## config.mk

```make
export PLATFORM = sky130hd
export DESIGN_NAME = parBusMaster
export DESIGN_NICKNAME = d
export VERILOG_FILES = /design/src/rtl/parBusPkg.sv /design/src/rtl/pbmControl.sv /design/src/rtl/pbmDatapath.sv /design/src/rtl/parBusMaster.sv
export SDC_FILE = /design/constraint.sdc
export NUM_CORES = 1
export LEC_CHECK = 0
export BUFFER_PORTS_ARGS = -buffer_cell sky130_fd_sc_hd__buf_4
export CORE_MARGIN = 8
export CORE_UTILIZATION = 54
export CTS_CLUSTER_SIZE = 20
export DETAILED_ROUTE_END_ITERATION = 16
export PLACE_DENSITY = 0.84
export SLEW_MARGIN = 20
export SYNTH_ARGS = -nofsm -noshare
export SYNTH_HDL_FRONTEND = slang
export SYNTH_SLANG_ARGS = --single-unit
```

## constraint.sdc

```tcl
create_clock -name clk -period 3.52 [get_ports clk]
set_input_delay 0.528 -clock clk [delete_from_list [all_inputs] [get_ports clk]]
set_output_delay 0.528 -clock clk [all_outputs]
set_load 0.03 [all_outputs]
```

## src/rtl/parBusPkg.sv

```systemverilog
package parBusPkg;

  typedef enum logic [1:0] {
    PH_IDLE   = 2'd0,
    PH_SETUP  = 2'd1,
    PH_STROBE = 2'd2,
    PH_HOLD   = 2'd3
  } phase_e;

  // strobes from the control FSM to the datapath and pin logic
  typedef struct packed {
    logic active;    // access in progress
    logic strobe;    // strobe phase
    logic isWrite;   // current access direction
    logic combined;  // direction + enable signalling
    logic hiByte;    // second byte of a wide access
    logic loadTx;    // capture host write word
    logic capture;   // sample bus read byte
    logic step;      // apply address step
    logic stepDown;  // step direction
    logic commit;    // publish read word
  } pbmCtl_t;

endpackage

```

## src/rtl/pbmControl.sv

```systemverilog
module pbmControl
  import parBusPkg::*;
#(
  parameter int SETUP_W  = 2,
  parameter int STROBE_W = 4,
  parameter int HOLD_W   = 2
) (
  input  logic                clk,
  input  logic                rstN,
  input  logic [SETUP_W-1:0]  cfgSetup,
  input  logic [STROBE_W-1:0] cfgStrobe,
  input  logic [HOLD_W-1:0]   cfgHold,
  input  logic [1:0]          cfgStep,
  input  logic                cfgWide,
  input  logic                cfgStyle,
  input  logic [1:0]          cfgIrqMode,
  input  logic                hostWr,
  input  logic                hostRd,
  output pbmCtl_t             ctl,
  output logic                irq,
  output logic                stall
);

  localparam int CNT_W = (STROBE_W > SETUP_W)
                       ? ((STROBE_W > HOLD_W) ? STROBE_W : HOLD_W)
                       : ((SETUP_W  > HOLD_W) ? SETUP_W  : HOLD_W);

  phase_e           phaseQ;
  logic [CNT_W-1:0] cntQ;
  logic [CNT_W-1:0] setupQ;
  logic [CNT_W-1:0] strobeQ;
  logic [CNT_W-1:0] holdQ;
  logic             isWriteQ;
  logic             byteQ;
  logic             wideQ;
  logic             styleQ;
  logic [1:0]       stepQ;
  logic [1:0]       irqModeQ;

  logic             fastCycle;
  logic [CNT_W-1:0] setupLoad;
  logic [CNT_W-1:0] holdLoad;
  logic             phaseEnd;
  logic             lastByte;
  logic             startReq;

  always_comb begin
    fastCycle = (cfgStrobe == '0);
    setupLoad = fastCycle ? '0 : CNT_W'(cfgSetup);
    holdLoad  = fastCycle ? '0 : CNT_W'(cfgHold);
    phaseEnd  = (cntQ == '0);
    lastByte  = !wideQ || byteQ;
    startReq  = (phaseQ == PH_IDLE) && (hostWr || hostRd);
  end

  always_ff @(posedge clk) begin
    if (!rstN) begin
      phaseQ   <= PH_IDLE;
      cntQ     <= '0;
      setupQ   <= '0;
      strobeQ  <= '0;
      holdQ    <= '0;
      isWriteQ <= 1'b0;
      byteQ    <= 1'b0;
      wideQ    <= 1'b0;
      styleQ   <= 1'b0;
      stepQ    <= 2'b00;
      irqModeQ <= 2'b00;
      irq      <= 1'b0;
    end else begin
      irq <= 1'b0;
      unique case (phaseQ)
        PH_IDLE: begin
          if (startReq) begin
            phaseQ   <= PH_SETUP;
            isWriteQ <= hostWr;
            byteQ    <= 1'b0;
            wideQ    <= cfgWide;
            styleQ   <= cfgStyle;
            stepQ    <= cfgStep;
            irqModeQ <= cfgIrqMode;
            setupQ   <= setupLoad;
            strobeQ  <= CNT_W'(cfgStrobe);
            holdQ    <= holdLoad;
            cntQ     <= setupLoad;
          end
        end
        PH_SETUP: begin
          if (phaseEnd) begin
            phaseQ <= PH_STROBE;
            cntQ   <= strobeQ;
          end else begin
            cntQ <= cntQ - 1'b1;
          end
        end
        PH_STROBE: begin
          if (phaseEnd) begin
            phaseQ <= PH_HOLD;
            cntQ   <= holdQ;
          end else begin
            cntQ <= cntQ - 1'b1;
          end
        end
        PH_HOLD: begin
          if (phaseEnd) begin
            if (lastByte) begin
              phaseQ <= PH_IDLE;
              irq    <= (irqModeQ == 2'b01);
            end else begin
              phaseQ <= PH_SETUP;
              byteQ  <= 1'b1;
              cntQ   <= setupQ;
            end
          end else begin
            cntQ <= cntQ - 1'b1;
          end
        end
        default: phaseQ <= PH_IDLE;
      endcase
    end
  end

  always_comb begin
    ctl.active   = (phaseQ != PH_IDLE);
    ctl.strobe   = (phaseQ == PH_STROBE);
    ctl.isWrite  = isWriteQ;
    ctl.combined = styleQ;
    ctl.hiByte   = byteQ;
    ctl.loadTx   = startReq && hostWr;
    ctl.capture  = (phaseQ == PH_STROBE) && phaseEnd && !isWriteQ;
    ctl.step     = (phaseQ == PH_HOLD) && phaseEnd && (stepQ[0] ^ stepQ[1]);
    ctl.stepDown = (stepQ == 2'b10);
    ctl.commit   = (phaseQ == PH_HOLD) && phaseEnd && lastByte && !isWriteQ;
    stall        = ctl.active && (irqModeQ == 2'b10);
  end

endmodule

```

## src/rtl/pbmDatapath.sv

```systemverilog
module pbmDatapath
  import parBusPkg::*;
#(
  parameter int ADDR_W = 11,
  parameter int BYTE_W = 8
) (
  input  logic                clk,
  input  logic                rstN,
  input  pbmCtl_t             ctl,
  input  logic                addrLoad,
  input  logic [ADDR_W-1:0]   addrIn,
  input  logic [2*BYTE_W-1:0] hostWrData,
  input  logic [BYTE_W-1:0]   busDin,
  output logic [ADDR_W-1:0]   busAddr,
  output logic [BYTE_W-1:0]   busDout,
  output logic [2*BYTE_W-1:0] rdData
);

  localparam int WORD_W = 2 * BYTE_W;
  localparam int LANES  = WORD_W / BYTE_W;

  logic [ADDR_W-1:0] addrQ;
  logic [WORD_W-1:0] txQ;
  logic [WORD_W-1:0] rxQ;
  logic [WORD_W-1:0] rdQ;

  always_ff @(posedge clk) begin
    if (!rstN) begin
      addrQ <= '0;
    end else if (addrLoad && !ctl.active) begin
      addrQ <= addrIn;
    end else if (ctl.step) begin
      addrQ <= ctl.stepDown ? addrQ - 1'b1 : addrQ + 1'b1;
    end
  end

  always_ff @(posedge clk) begin
    if (!rstN) begin
      txQ <= '0;
    end else if (ctl.loadTx) begin
      txQ <= hostWrData;
    end
  end

  // per-lane read capture: the low lane is written by the first transfer,
  // which also clears the high lane so a narrow read returns zero there
  for (genvar lane = 0; lane < LANES; lane++) begin : gLane
    always_ff @(posedge clk) begin
      if (!rstN) begin
        rxQ[lane*BYTE_W +: BYTE_W] <= '0;
      end else if (ctl.capture) begin
        if (ctl.hiByte == (lane != 0)) begin
          rxQ[lane*BYTE_W +: BYTE_W] <= busDin;
        end else if (!ctl.hiByte) begin
          rxQ[lane*BYTE_W +: BYTE_W] <= '0;
        end
      end
    end
  end

  always_ff @(posedge clk) begin
    if (!rstN) begin
      rdQ <= '0;
    end else if (ctl.commit) begin
      if (ctl.hiByte) begin
        rdQ <= {busDinHold(rxQ), rxQ[BYTE_W-1:0]};
      end else begin
        rdQ <= rxQ;
      end
    end
  end

  function automatic logic [BYTE_W-1:0] busDinHold(input logic [WORD_W-1:0] w);
    return w[WORD_W-1 -: BYTE_W];
  endfunction

  assign busAddr = addrQ;
  assign busDout = ctl.hiByte ? txQ[WORD_W-1 -: BYTE_W] : txQ[BYTE_W-1:0];
  assign rdData  = rdQ;

endmodule

```

## src/rtl/parBusMaster.sv

```systemverilog
module parBusMaster
  import parBusPkg::*;
#(
  parameter int ADDR_W   = 11,
  parameter int BYTE_W   = 8,
  parameter int SETUP_W  = 2,
  parameter int STROBE_W = 4,
  parameter int HOLD_W   = 2
) (
  input  logic                clk,
  input  logic                rstN,
  input  logic [SETUP_W-1:0]  cfgSetup,
  input  logic [STROBE_W-1:0] cfgStrobe,
  input  logic [HOLD_W-1:0]   cfgHold,
  input  logic [1:0]          cfgStep,
  input  logic                cfgWide,
  input  logic                cfgStyle,
  input  logic [1:0]          cfgIrqMode,
  input  logic                addrLoad,
  input  logic [ADDR_W-1:0]   addrIn,
  input  logic                hostWr,
  input  logic                hostRd,
  input  logic [2*BYTE_W-1:0] hostWrData,
  output logic [2*BYTE_W-1:0] rdData,
  output logic                busy,
  output logic                irq,
  output logic                stall,
  output logic                busCs,
  output logic                busBe,
  output logic                busRd,
  output logic                busWr,
  output logic                busRw,
  output logic                busEn,
  output logic [ADDR_W-1:0]   busAddr,
  output logic [BYTE_W-1:0]   busDout,
  output logic                busDoe,
  input  logic [BYTE_W-1:0]   busDin
);

  pbmCtl_t ctl;

  pbmControl #(
    .SETUP_W (SETUP_W),
    .STROBE_W(STROBE_W),
    .HOLD_W  (HOLD_W)
  ) uCtl (
    .clk       (clk),
    .rstN      (rstN),
    .cfgSetup  (cfgSetup),
    .cfgStrobe (cfgStrobe),
    .cfgHold   (cfgHold),
    .cfgStep   (cfgStep),
    .cfgWide   (cfgWide),
    .cfgStyle  (cfgStyle),
    .cfgIrqMode(cfgIrqMode),
    .hostWr    (hostWr),
    .hostRd    (hostRd),
    .ctl       (ctl),
    .irq       (irq),
    .stall     (stall)
  );

  pbmDatapath #(
    .ADDR_W(ADDR_W),
    .BYTE_W(BYTE_W)
  ) uDp (
    .clk       (clk),
    .rstN      (rstN),
    .ctl       (ctl),
    .addrLoad  (addrLoad),
    .addrIn    (addrIn),
    .hostWrData(hostWrData),
    .busDin    (busDin),
    .busAddr   (busAddr),
    .busDout   (busDout),
    .rdData    (rdData)
  );

  always_comb begin
    busy   = ctl.active;
    busCs  = ctl.active;
    busBe  = ctl.active;
    busDoe = ctl.active && ctl.isWrite;
    busRd  = ctl.active && ctl.strobe && !ctl.combined && !ctl.isWrite;
    busWr  = ctl.active && ctl.strobe && !ctl.combined && ctl.isWrite;
    busEn  = ctl.active && ctl.strobe && ctl.combined;
    busRw  = ctl.active && ctl.combined && !ctl.isWrite;
  end

endmodule

```

Yosys cells after proc, flatten, opt, wreduce, memory -nomap -nowiden. Index checks and enable logic that the tools add are counted.

Flip-flop bits (word level): 86. Bits of input ports: 54. Output and inout bits: 45. Logic and storage cells: 93.

$add $sub $neg: 3. Equality and inequality tests: 12. Mux-type cells: 23. Bitwise gates (word level): 2. Reduce and logical (&&, ||, !) cells: 36.

Operator list (count): $mux W11 (3); $mux W4 (5); $logic_and A1 B1 Y1 (18); $mux W8 (2); $pmux W4 S4 (1); $mux W2 (6); $reduce_and A4 Y1 (3); $add A11 B1 Y11 const B (1); $sub A11 B1 Y11 const B (1); $eq A2 B2 Y1 const B (4); $logic_not A4 Y1 (2); $ne A2 B1 Y1 const B (4); $pmux W2 S4 (1); $reduce_and A2 Y1 (3); $reduce_bool A2 Y1 (3); $eq A2 B1 Y1 const B (2); $logic_not A1 Y1 (4); $mux W1 (4); $sub A4 B1 Y4 const B (1); $ne A3 B3 Y1 const B (1); $logic_not A2 Y1 (1); $logic_or A1 B1 Y1 (2); $ne A2 B2 Y1 const B (1); $pmux W1 S2 (1); other kinds (2) (2).

Logic depth before layout (Yosys ltp). Gate-level depths: netlist of run 1.

Depth in word-level cells: 5. Gate-level depth with buffers: 13. Mapped depth without buffers: 10.

Modules after synthesis. A second synthesis of run 1 with hierarchy kept.

Cells, all modules: 444. Area total of the unflattened synthesis: 4083.9 µm².

Modules (own cells, without submodules): pbmDatapath (times used 1, cells each 286, area an instance 2742.6 µm², seq. area each 1181.1 µm²); pbmControl (times used 1, cells each 151, area an instance 1278.7 µm², seq. area each 460.4 µm²); parBusMaster (times used 1, cells each 7, area an instance 62.6 µm², seq. area each 0.0 µm²).

Worst setup path before layout of run 1. Ideal clock, no wire load.

Path type: register to register. Start: register uCtl.stepQ[0]. End: register uDp.addrQ[6], in the netlist uDp.busAddr[6]. Setup time: 0.117 ns. Arrival time: 2.462 ns. Data required time: 3.403 ns. Path slack: 0.941 ns. Stages on the path, launching flop included: 14. Path buffers: 3. Clock period less this slack: 2.579 ns. Cell sequence: dfxtp_1 inv_1 ha_1 buf_2 buf_2 buf_2 xor2_1 ha_1 nor4_2 nor4_4 a31oi_1 o21ai_0 mux2i_1 nand2_1.

Longest elaborated chain between the ends: 4. Elaborated cells between the ends (all ways): 7. Those cells by class: 1 x eq/ne; 3 x mux; 1 x bitwise; 2 x reduce/logical.

RTL lines: start, declared (line pbmControl.sv:37) `logic [1:0] stepQ;`; start signal, assigned (line pbmControl.sv:80) `stepQ <= cfgStep;`; $eq A2 B2 Y1 (line pbmControl.sv:132) `ctl.stepDown = (stepQ == 2'b10);`; $mux W11 (line pbmDatapath.sv:33) `addrQ <= ctl.stepDown ? addrQ - 1'b1 : addrQ + 1'b1;`; $mux W11 (line pbmDatapath.sv:32) `end else if (ctl.step) begin`; $mux W11 (line pbmDatapath.sv:30) `end else if (addrLoad && !ctl.active) begin`; end signal, assigned (line pbmDatapath.sv:31) `addrQ <= addrIn;`; end signal, assigned (line pbmDatapath.sv:33); end, declared (line pbmDatapath.sv:22) `logic [ADDR_W-1:0] addrQ;`.

Parallel ways exist; a longest one is shown, timed or not. The select of a mux whose other input is x is not followed. A chain may end at the register's enable or synchronous reset.

Final worst setup path of run 1.
Start: register uCtl.cntQ[1]. End: register uDp.addrQ[9], in the netlist uDp.busAddr[9].

Longest elaborated chain between the ends: 4.

RTL lines: start, declared (line pbmControl.sv:29) `logic [CNT_W-1:0] cntQ;`; start signal, assigned (line pbmControl.sv:85) `cntQ <= setupLoad;`; start signal, assigned (line pbmControl.sv:91) `cntQ <= strobeQ;`; start signal, assigned (line pbmControl.sv:93) `cntQ <= cntQ - 1'b1;`; $logic_not A4 Y1 (line pbmControl.sv:51) `phaseEnd = (cntQ == '0);`; $logic_and A1 B1 Y1 (2 in a row) (line pbmControl.sv:131) `ctl.step = (phaseQ == PH_HOLD) && phaseEnd && (stepQ[0] ^ stepQ[1]);`; $reduce_bool A2 Y1 (no line).

No other way between the ends.

==> results of run 1 <==
[through the flow]
stage          hold WS [ns]  total power, W  utilization [%]  cells  worst slack, ns
2_1_floorplan        0.4110        0.002268                -    522           0.9411
3_3_place_gp         0.4388        0.002600            64.37    687            1.149
3_5_place_dp         0.4472        0.002647            64.37    687            1.040
4_1_cts              0.4049        0.003442            67.42    703            1.028
5_1_grt              0.4179        0.003649            67.47    703           0.7770
6_report             0.4182        0.003443            67.47    703            1.005
[synth_stat cells (2+ instances only)]
| library cell | instances |
|---|---|
| a32oi_1 | 6 |
| and3b_1 | 2 |
| o21a_1 | 3 |
| or4_1 | 2 |
| o211ai_1 | 2 |
| nor2b_1 | 4 |
| nand3b_1 | 2 |
| nor2_1 | 43 |
| nor4_1 | 6 |
| and4b_1 | 2 |
| a31oi_1 | 5 |
| dfxtp_1 | 82 |
| nor3_1 | 8 |
| xor2_1 | 2 |
| o22ai_1 | 2 |
| nand2b_1 | 3 |
| inv_1 | 11 |
| or3_1 | 4 |
| a311oi_1 | 2 |
| mux2_2 | 8 |
| a22oi_1 | 6 |
| o21ai_1 | 2 |
| ha_1 | 10 |
| and3_1 | 4 |
| o311ai_0 | 2 |
| a22o_1 | 2 |
| nand2_1 | 87 |
| buf_1 | 5 |
| and2_1 | 5 |
| o211a_1 | 2 |
| a21o_1 | 3 |
| nand3_1 | 19 |
| xnor2_1 | 7 |
| o21ai_0 | 23 |
| buf_4 | 2 |
| clkbuf_1 | 22 |
| mux2i_1 | 20 |
| a211oi_1 | 3 |
| a21oi_1 | 62 |
| buf_2 | 9 |
| nor3b_1 | 4 |
[registers in the layout, indices dropped and copies added (netlist names), 2 cells and up]
register,cells
uCtl.holdQ,2
uDp.busAddr,11
uCtl.setupQ,2
uCtl.cntQ,4
uDp.rxQ,16
uDp.txQ,16
uCtl.irqModeQ,2
uCtl.phaseQ,2
uCtl.strobeQ,4
uCtl.stepQ,2
uDp.rdData,16
[metal layers]
metal | GRT usage [%] | routed length (um)
met3 | 4.833 | 655
met1 | 24.79 | 4919
met5 | 0 | 0
met4 | 8.066 | 139
met2 | 34.74 | 5778
[critical path, stage by stage, from the launching register on]
cell	delay, ns
dfxtp_1	0.33
inv_1	0.11
ha_1	0.23
nor3b_4	0.32
nand3b_2	0.36
or3_1	0.48
a31oi_1	0.17
mux2_1	0.34
o211ai_1	0.09
[cell type report]
cell class / instances / area, sq um
Sequential cell: 82 / 1642
Inverter: 11 / 41.29
Timing Repair Buffer: 102 / 765.7
Clock inverter: 6 / 96.34
Clock buffer: 10 / 137.6
Fill cell: 634 / 2487
Multi-Input combinational cell: 390 / 2350
Tap cell: 102 / 127.6
[worst paths after layout]
path / end / slack (ns) / start
hold reg to reg: uDp.txQ[12] / 0.46 / uDp.txQ[12]
hold / removal: uDp.txQ[10] / 0.42 / hostWrData[10]
setup / recovery: uDp.busAddr[9] / 1.00 / uCtl.cntQ[1]
setup reg to reg: uDp.busAddr[9] / 1.00 / uCtl.cntQ[1]
[report_power, final]
group / internal, W / switching, W
Clock: 0.000428 / 0.000361
Sequential: 0.00108 / 0.000205
Combinational: 0.000524 / 0.000848
[cells by family (layout without fill, tap and decap cells)]
logic type / count (synthesis) / in the layout
compound gates: 135 / 135
xor+xnor: 9 / 9
fa+ha+maj: 10 / 10
buf+inv: 50 / 129
flops: 82 / 82
mux: 29 / 29
simple gates: 207 / 207
==> run summary, run 1 <==
Status = finished, final reports clean
ANT nets after route = 0
Placed inst area = 4922 sq um
Wire per inst = 16.35 um
Root buffer cell = clkbuf_8
Netlist cell types = 65
Final Instance Area = 5160 sq um
Max-cap viol count = 0
First-pass GRT wire length = 19060 um
Fin. Hold Viols = 0
Largest net degree at the start of global routing = 45
Synth Instances = 522
Worst min-delay path class = primary input to flop
Via count = 4076
Mux cell area share after synthesis = 7.177%
Resized cells post-CTS = 0
Leak = 2.083 nW
Postcts setup bufs = 0
Initial Utilization = 54.94%
Peak supply drop = 0.5438 mV
Post-synthesis adder-cell area fraction = 2.978%
Synth Register Bits = 82
Port Buffer Count = 98
DRC = 0
Xor/xnor cell area share of the yosys netlist = 1.876%
Hold path depth = 3
Synthesized Nets = 586
Final setup fails = 0
Share of synthesized registers carrying an async set or reset = 0%
Area contributors post-synth = dfxtp_1 (39%), nand2_1 (7.8%), a21oi_1 (7.4%)
Rel. slew slack = 43.08%
Top Ports = 99
TNS Setup = 0 ns
Clock slew at reported path FFs = 0.09 ns
CTS Sinks = 82
Die area = 10860 sq um
CP Capture Type = flop
Main combinational cell family by area after synthesis = simple AND/OR/NAND/NOR gates
Placer Congestion = 0.8550
Total CTS buffers = 9
Vias per cell = 5.798
FF-to-FF path depth = 8
Die height = 104.2 um
Most common cell after layout, fill and taps aside = buf_4
Detailed Routing Iterations Pass 1 = 5
Total Routing Usage GR = 20.62%
Synth Warn # = 0
RSZ-0062 raised after global routing = false
Slew Viols, Final = 0
Register area share after synthesis = 39.07%
Kind of critical path = flop to flop
EDFF count, synth = 0
Critical path launch point type = flop
CTS tree = done
Layout cells sized above 1 = 22.46%
Width of the die = 104.2 um
# nets final = 660
Max Fclk = 397.6 MHz
Number of global-route vias before repair = 4023
Power Dens Cells = 667.3 nW/um^2
Actual slew at the worst max-slew pin = 0.8506 ns
Post-synthesis area per instance = 8.049 sq um
Final Skew = 0.01378 ns
Synthesis-to-finish area growth = 22.81%
CTS Hold Bufs = 0
Total core area = 7647 sq um
Post-synthesis compound-gate area fraction = 19.59%
Remaining global-route overflow = 0
Row count = 32
Signal arrival time at the worst endpoint = 2.79 ns
Post-Synthesis Cell Area = 4202 sq um
Area leader, netlist = dfxtp_1
Worst-Skew Late Latency = 0.35 ns
Share of the synthesized area in the top cell type = 39.07%
Max clock buf depth = 2
Drt total wl = 11490 um
Hpwl dp = 8183 um
Most frequent cells in the layout = buf_4 (102), nand2_1 (87), dfxtp_1 (82)
N_diodes = 0
CP max FO = 16
Req. time, crit path = 3.79 ns
Tmin final = 2.515 ns
Primary FF master, synth = dfxtp_1
CTS H-tree lvls = 3
Fin crit share = 71.45%
Initial drt markers = 227
Simple-gate area share of the yosys netlist = 24.21%
Initial antenna violation count = 0
(Power assumes the default switching activity.)
==> inputs of run 2 (changes only) <==
==> constraint.sdc (replaced) <==
create_clock -name clk -period 2.45 [get_ports clk]
set_input_delay 0.3675 -clock clk [delete_from_list [all_inputs] [get_ports clk]]
set_output_delay 0.3675 -clock clk [all_outputs]
set_load 0.03 [all_outputs]
==> run 2 against run 1 <==
Compared with the run above:
- first-iteration DRC count grew 17%
- total power rose by 41%
- largest power group unchanged
- critical endpoint is now uDp.busAddr[8]
- critical path type unchanged
- hold slack worse by 0.17 ns
- wire length increased by 2.4%
- sequential cell count stayed put
- maximum frequency grew 9.6%
- clock-buffer cell count is 1 lower
==> run summary, run 2 (synthesized netlist as in run 1, its figures left out) <==
# nets final = 674 (+2.1%)
Detailed Routing Iterations Pass 1 = 5 (unchanged)
CP Capture Type = flop
Req. time, crit path = 2.71 ns (-1.08 ns)
CTS tree = done
Power Dens Cells = 932.1 nW/um^2 (+40%)
Initial drt markers = 265 (+17%)
Crit-path cells = inv_1 -> ha_1 -> xor2_1 -> ha_2 -> nor4_2 -> nor4_4 -> buf_4 -> o32a_1 -> nand3_1 -> mux2i_1 -> nand2_1
Most frequent cells in the layout = buf_4 (115), nand2_1 (87), dfxtp_1 (82)
DRC = 0 (unchanged)
Rel. slew slack = 36.51% (-6.6 points)
Vias per cell = 5.824 (+0.45%)
Fin. Hold Viols = 0 (unchanged)
Met2 Usage GRT = 36.11% (+1.4 points)
Port Buffer Count = 98 (unchanged)
Worst min-delay path class = primary input to flop
Status = finished, final reports clean
Met1 Use GR = 25.06% (+0.27 points)
Postcts setup bufs = 0 (unchanged)
N_diodes = 0 (unchanged)
Most common cell after layout, fill and taps aside = buf_4
Root buffer cell = clkbuf_8
Wire per inst = 16.41 um (+0.40%)
Signal arrival time at the worst endpoint = 2.55 ns (-0.24 ns)
Remaining global-route overflow = 0 (unchanged)
Buffers & Inverters on Critical Path = 2 (+1)
Slew Viols, Final = 0 (unchanged)
Max clock buf depth = 2 (unchanged)
CP max FO = 8 (-8)
CP max stage cell = dfxtp_1
Via count = 4176 (+2.5%)
Routing usage on met3 = 6.072% (+1.2 points)
Max Fclk = 435.6 MHz (+9.6%)
Layer with the highest usage = met2
Row count = 32 (unchanged)
Die area = 10860 sq um (unchanged)
Width of the die = 104.2 um (unchanged)
Max-cap viol count = 0 (unchanged)
Area of the multi-input gates = 2349 sq um (about the same)
Kind of critical path = flop to flop
CTS Sinks = 82 (unchanged)
CTS H-tree lvls = 3 (unchanged)
Hpwl dp = 8485 um (+3.7%)
Synthesis-to-finish area growth = 24.39%
TNS Setup = 0 ns (unchanged)
Clock slew at reported path FFs = 0.09 ns (about the same)
Final setup fails = 0 (unchanged)
CP max stage delay = 0.34 ns (-0.14 ns)
Initial antenna violation count = 0 (unchanged)
Top Ports = 99 (unchanged)
Fin cells = 717 (+2.0%)
Peak supply drop = 0.8258 mV (+52%)
Actual slew at the worst max-slew pin = 0.9459 ns (+0.09531 ns)
CP delay by family, top = simple AND/OR/NAND/NOR gates
Fin crit share = 93.70% (+22 points)
ANT nets after route = 0 (unchanged)
Total CTS buffers = 9 (unchanged)
Total Routing Usage GR = 21.42% (+0.79 points)
Largest net degree at the start of global routing = 42 (-6.7%)
Leak = 2.128 nW (+2.1%)
Fillers = 656 (+3.5%)
Critical path launch point type = flop
Final Skew = 0.01495 ns (+0.001163 ns)
Number of global-route vias before repair = 4233 (+5.2%)
Sequential cell area = 1642 sq um (unchanged)
RSZ-0062 raised after global routing = false
Tmin final = 2.296 ns (-0.2195 ns)
Die height = 104.2 um (unchanged)
Placer Congestion = 0.8741 (+2.2%)
Initial Utilization = 54.94% (unchanged)
Drt total wl = 11770 um (+2.4%)
Total core area = 7647 sq um (unchanged)
Placed Cells = 699 (+1.7%)
CTS Hold Bufs = 0 (unchanged)
Resized cells post-CTS = 0 (unchanged)
First-pass GRT wire length = 19750 um (+3.6%)
Layout cells sized above 1 = 24.23% (+1.8 points)
Worst-Skew Late Latency = 0.36 ns (about the same)
run 2: changes by cell type in the layout (fill, tap and decap cells not counted), sizes merged:
cell | before | now
clkinvlp | 1 | 2
clkbuf | 10 | 9
bufinv | 2 | 0
buf | 102 | 116
inv | 13 | 15
run 2: metal layers:
metal / up-vias / share of wire, %
li1: 2022 / -
met1: 1960 / 43
met2: 177 / 49
met3: 17 / 6.6
met4: 0 / 1.7
met5: - / 0
run 2: worst register-to-register path: cells and delay by family (launching register included):
family                   cells  cell delay, ns
buffers and inverters        2            0.25
AO/OA/AOI/OAI                1            0.34
adder cells (fa/ha/maj)      2            0.46
XOR/XNOR                     1            0.17
flip-flops                   1            0.34
multiplexers                 1            0.18
AND/OR/NAND/NOR              4            0.47
run 2: worst paths after layout:
| check | from | end | slack, ns | cells past startpoint |
|---|---|---|---|---|
| max | uCtl.stepQ[0] | uDp.busAddr[8] | 0.15 | 11 |
| min | addrIn[6] | uDp.busAddr[6] | 0.25 | 3 |
| max reg2reg | uCtl.stepQ[0] | uDp.busAddr[8] | 0.15 | 11 |
| min reg2reg | uDp.txQ[7] | uDp.txQ[7] | 0.46 | 2 |
run 2: stage by stage:
stage | util, % | cell area [sq um] | total power, W | setup slack, ns | hold WS [ns]
after global placement | 65.74 | 5027 | 0.003856 | 0.2579 | 0.4287
after detailed placement | 65.74 | 5027 | 0.003925 | 0.1529 | 0.4451
after floorplan | - | 4223 | 0.003281 | 0.01130 | 0.4110
final | 68.34 | 5226 | 0.004872 | 0.1544 | 0.2516
after CTS | 68.14 | 5211 | 0.004859 | 0.1150 | 0.2405
after global routing | 68.34 | 5226 | 0.005174 | 0.02025 | 0.2426
run 2: power breakdown:
group	switching (W)	internal, W
clock	0.000551	0.000388
combinational	0.00128	0.000845
sequential	0.000263	0.00155
run 2: cell type report:
cell class	count	area share, %
multi-input cells	390	44.94
flip-flops and latches	82	31.41
repair buffers	116	16.90
well taps	102	2.442
clock buffers	9	2.370
clock inverters	7	1.149
inverters	11	0.7900
